`src/rtl/pbc_pkg.sv`:
```
package pbc_pkg;

    localparam int BUS_W   = 14;
    localparam int PAT_LEN = 8;
    localparam int IDX_W   = $clog2(PAT_LEN);

    typedef logic [BUS_W-1:0] word_t;
    typedef logic [IDX_W-1:0] idx_t;

    typedef struct packed {
        logic valid;
        idx_t idx;
    } slot_t;

    function automatic word_t lane_mask(input int data_w);
        word_t m;
        for (int i = 0; i < BUS_W; i++) begin
            m[i] = (i >= BUS_W - data_w);
        end
        return m;
    endfunction

endpackage

```
`src/rtl/pbc_word_compare.sv`:
```
module pbc_word_compare
    import pbc_pkg::*;
#(
    parameter int DATA_W = 14
) (
    input  logic [PAT_LEN*BUS_W-1:0] pattern_words,
    input  word_t                    sample_in,
    input  slot_t                    slot,
    output word_t                    diff
);

    localparam word_t MASK = lane_mask(DATA_W);

    word_t entries [PAT_LEN];
    word_t chosen;

    for (genvar k = 0; k < PAT_LEN; k++) begin : g_unpack
        assign entries[k] = pattern_words[k*BUS_W +: BUS_W];
    end

    assign chosen = entries[slot.idx];

    for (genvar b = 0; b < BUS_W; b++) begin : g_lane
        if (MASK[b]) begin : g_used
            assign diff[b] = slot.valid && (sample_in[b] != chosen[b]);
        end else begin : g_unused
            assign diff[b] = 1'b0;
        end
    end

endmodule

```
`config.mk`:
```
export PLATFORM = sky130hd
export DESIGN_NAME = pbc_word_compare
export DESIGN_NICKNAME = d
export VERILOG_FILES = /design/src/rtl/pbc_pkg.sv /design/src/rtl/pbc_word_compare.sv
export SDC_FILE = /design/constraint.sdc
export NUM_CORES = 1
export LEC_CHECK = 0
export ABC_AREA = 0
export BUFFER_PORTS_ARGS = -buffer_cell sky130_fd_sc_hd__buf_4
export CAP_MARGIN = 20
export CORE_MARGIN = 4
export CORE_UTILIZATION = 36
export DETAILED_ROUTE_END_ITERATION = 7
export PLACE_DENSITY_LB_ADDON = 0.3
export SYNTH_ARGS = -nofsm -noshare
export SYNTH_HDL_FRONTEND = slang
export SYNTH_SLANG_ARGS = --single-unit
```
`constraint.sdc`:
```
create_clock -name vclk -period 1.51
set_input_delay 0.2265 -clock vclk [all_inputs]
set_output_delay 0.2265 -clock vclk [all_outputs]
set_load 0.02 [all_outputs]
```
==> impl_metrics.yaml <==
global_route:
  globalRouteTotalUtil_pct: 24.8
  grt_pass1_vias: 1866
  grt_max_degree: 29
  grt_pass1_wl_um: 8680
  grt_overflow: 0
  antenna_found_initial: 0
floorplanning:
  fp.dieW_um: 67.6
  core_area_um2: 3390
  io_pins: 144
  die_h_um: 67.6
  fp-row-count: 21
  start_util_pct: 37.7
  die_area_um2: 4570
timing:
  hold_violations: 0
  rsz0062_at_grt: "yes"
  tns_ps: -2560
  fin_ws_ps: -222
  layout_worst_path_cycle_share_pct: 115
  slew_viol_final: 0
  setup_violations: 14
  hold_slack_ps: 834
  worstMarginPinSlew_ps: 558
  maxSlewHeadroom_pct: 62.7
  min_period_ps: 1730
  fmax_ghz: 0.577
route:
  drt-wirelength-per-cell_um: 17.8
  via_count: 1807
  dr.pass1.iters: 4
  drt_iter0_markers: 80
  avgViaCountPerCell: 5.36
  wl_um: 6000
  ant_nets: 0
  drc: 0
cells_and_area:
  ff_latch_area_um2: 0
  layout-drive-gt1-share_pct: 79.4
  final_cell_mix: "buf_4 (147), mux2i_1 (25), mux2i_2 (17)"
  fillers: 215
  n_antenna_cell: 0
  clkbuf_count: 0
  num-nets-final: 423
  seq_cells: 0
  design_area_um2: 2830
  area_growth_pct: 121
  instances_no_fill: 337
  final_common_cell: "buf_4"
  final_core_util_pct: 83.5
place:
  port_buffers: 144
  dp.cells: 333
  gp_congestion: 0.870
  pre_cts_ws_ps: -376
  dpl.hpwl_um: 4760
  dpl_cell_area_um2: 2530
run:
  drv_cap: 0
clock_network:
  cts_hold_buf: 0
synth:
  yosys.area.top_type: "mux2i_1"
  synth_top_area_share_pct: 32.9
  ys_types: 15
  syn_nets: 272
  syn_area_um2: 1280
  synth.yosys.seq_area_share_pct: 0
  ys_warn_count: 0
  yosys-top-cells-area: "mux2i_1 (33%), mux2_2 (16%), a221oi_2 (13%)"
  synth_cells: 142
  syn-mean-instance-area_um2: 9.01
critical_path:
  worstPathRequired_ps: 1280
  cp_slowest_stage_delay_ps: 330
  crit_fanout: 16
  worstPathArrival_ps: 1510
  start_kind: "primary input"
  crit_type: "primary input to primary output"
  critPathCaptureType: "primary output"
  crit_slowest_cell: "a221oi_2"
  path_common_cell: "buf_12"
  cp_cell_sequence: "buf_12 > buf_12 > buf_12 > mux2i_1 > a221oi_2 > mux2i_2 > buf_4"
power_and_ir_drop:
  p_total_mw: 0.925
  power_leakage_nw: 1.40
  peakVddDrop_v: 0.000177
  p_per_area_nw_per_um2: 327
worst_hold_path:
  hold_class: "primary input to primary output"
status:
  status: "complete, but fails checks"
  violations: "setup timing"
## area by class of cell
type | instances | area [um2] | area share [%]
Multi-Input combinational cell | 130 | 1430 | 50.4
Timing Repair Buffer | 161 | 1350 | 47.6
Tap cell | 46 | 57.6 | 2.03
## kinds of logic (layout without fill, tap and decap cells)
kind of cell	after synthesis	count (layout)	synth area share, %
buf+inv	12	161	8.12
simple gates	32	32	12.5
mux	70	70	57.5
compound gates	28	28	21.8
## synthesized netlist by cell type
library cell,n
mux2i_1,42
mux2_2,18
nand2_1,15
nand2b_1,15
o22ai_1,14
a221oi_2,11
mux2_1,10
a221oi_1,3
buf_2,3
clkbuf_1,3
buf_12,2
buf_4,2
buf_6,2
nor2_1,1
nor2b_1,1
## metal layers
layer,vias up,global-route usage (%),part of all wire [%]
met4,0,6.84,3.2
met1,843,28.2,36
met3,20,2.50,6.4
met2,86,47.8,54
met5,-,0,0
li1,858,-,-
## report_power, final
group	internal, mW	total [mW]	switching [mW]	leakage, nW
logic	0.564	0.925	0.362	1.40
registers	0	0	0	0
clock network	0	0	0	0
total	0.564	0.925	0.362	1.40
## what timing repair did
action                     4_1_cts  5_1_grt
setup endpoints to repair       14       14
pin swaps                        5        1
setup buffers                    2        0
gates resized for setup         39        9
gates cloned                     2        0
## path summary, 6_finish.rpt
kind                startpoint       to  slack (ps)  cells after the start
setup / recovery       slot[0]  diff[8]        -220                      7
hold / removal    sample_in[6]  diff[6]         830                      4
## worst max-delay path, delay by kind of cell
kind	cells	cell delay, ps
AOI/OAI and AO/OA	1	330
buffers and inverters	4	570
muxes	2	360
Note: power is estimated with default switching activity, not from simulation.
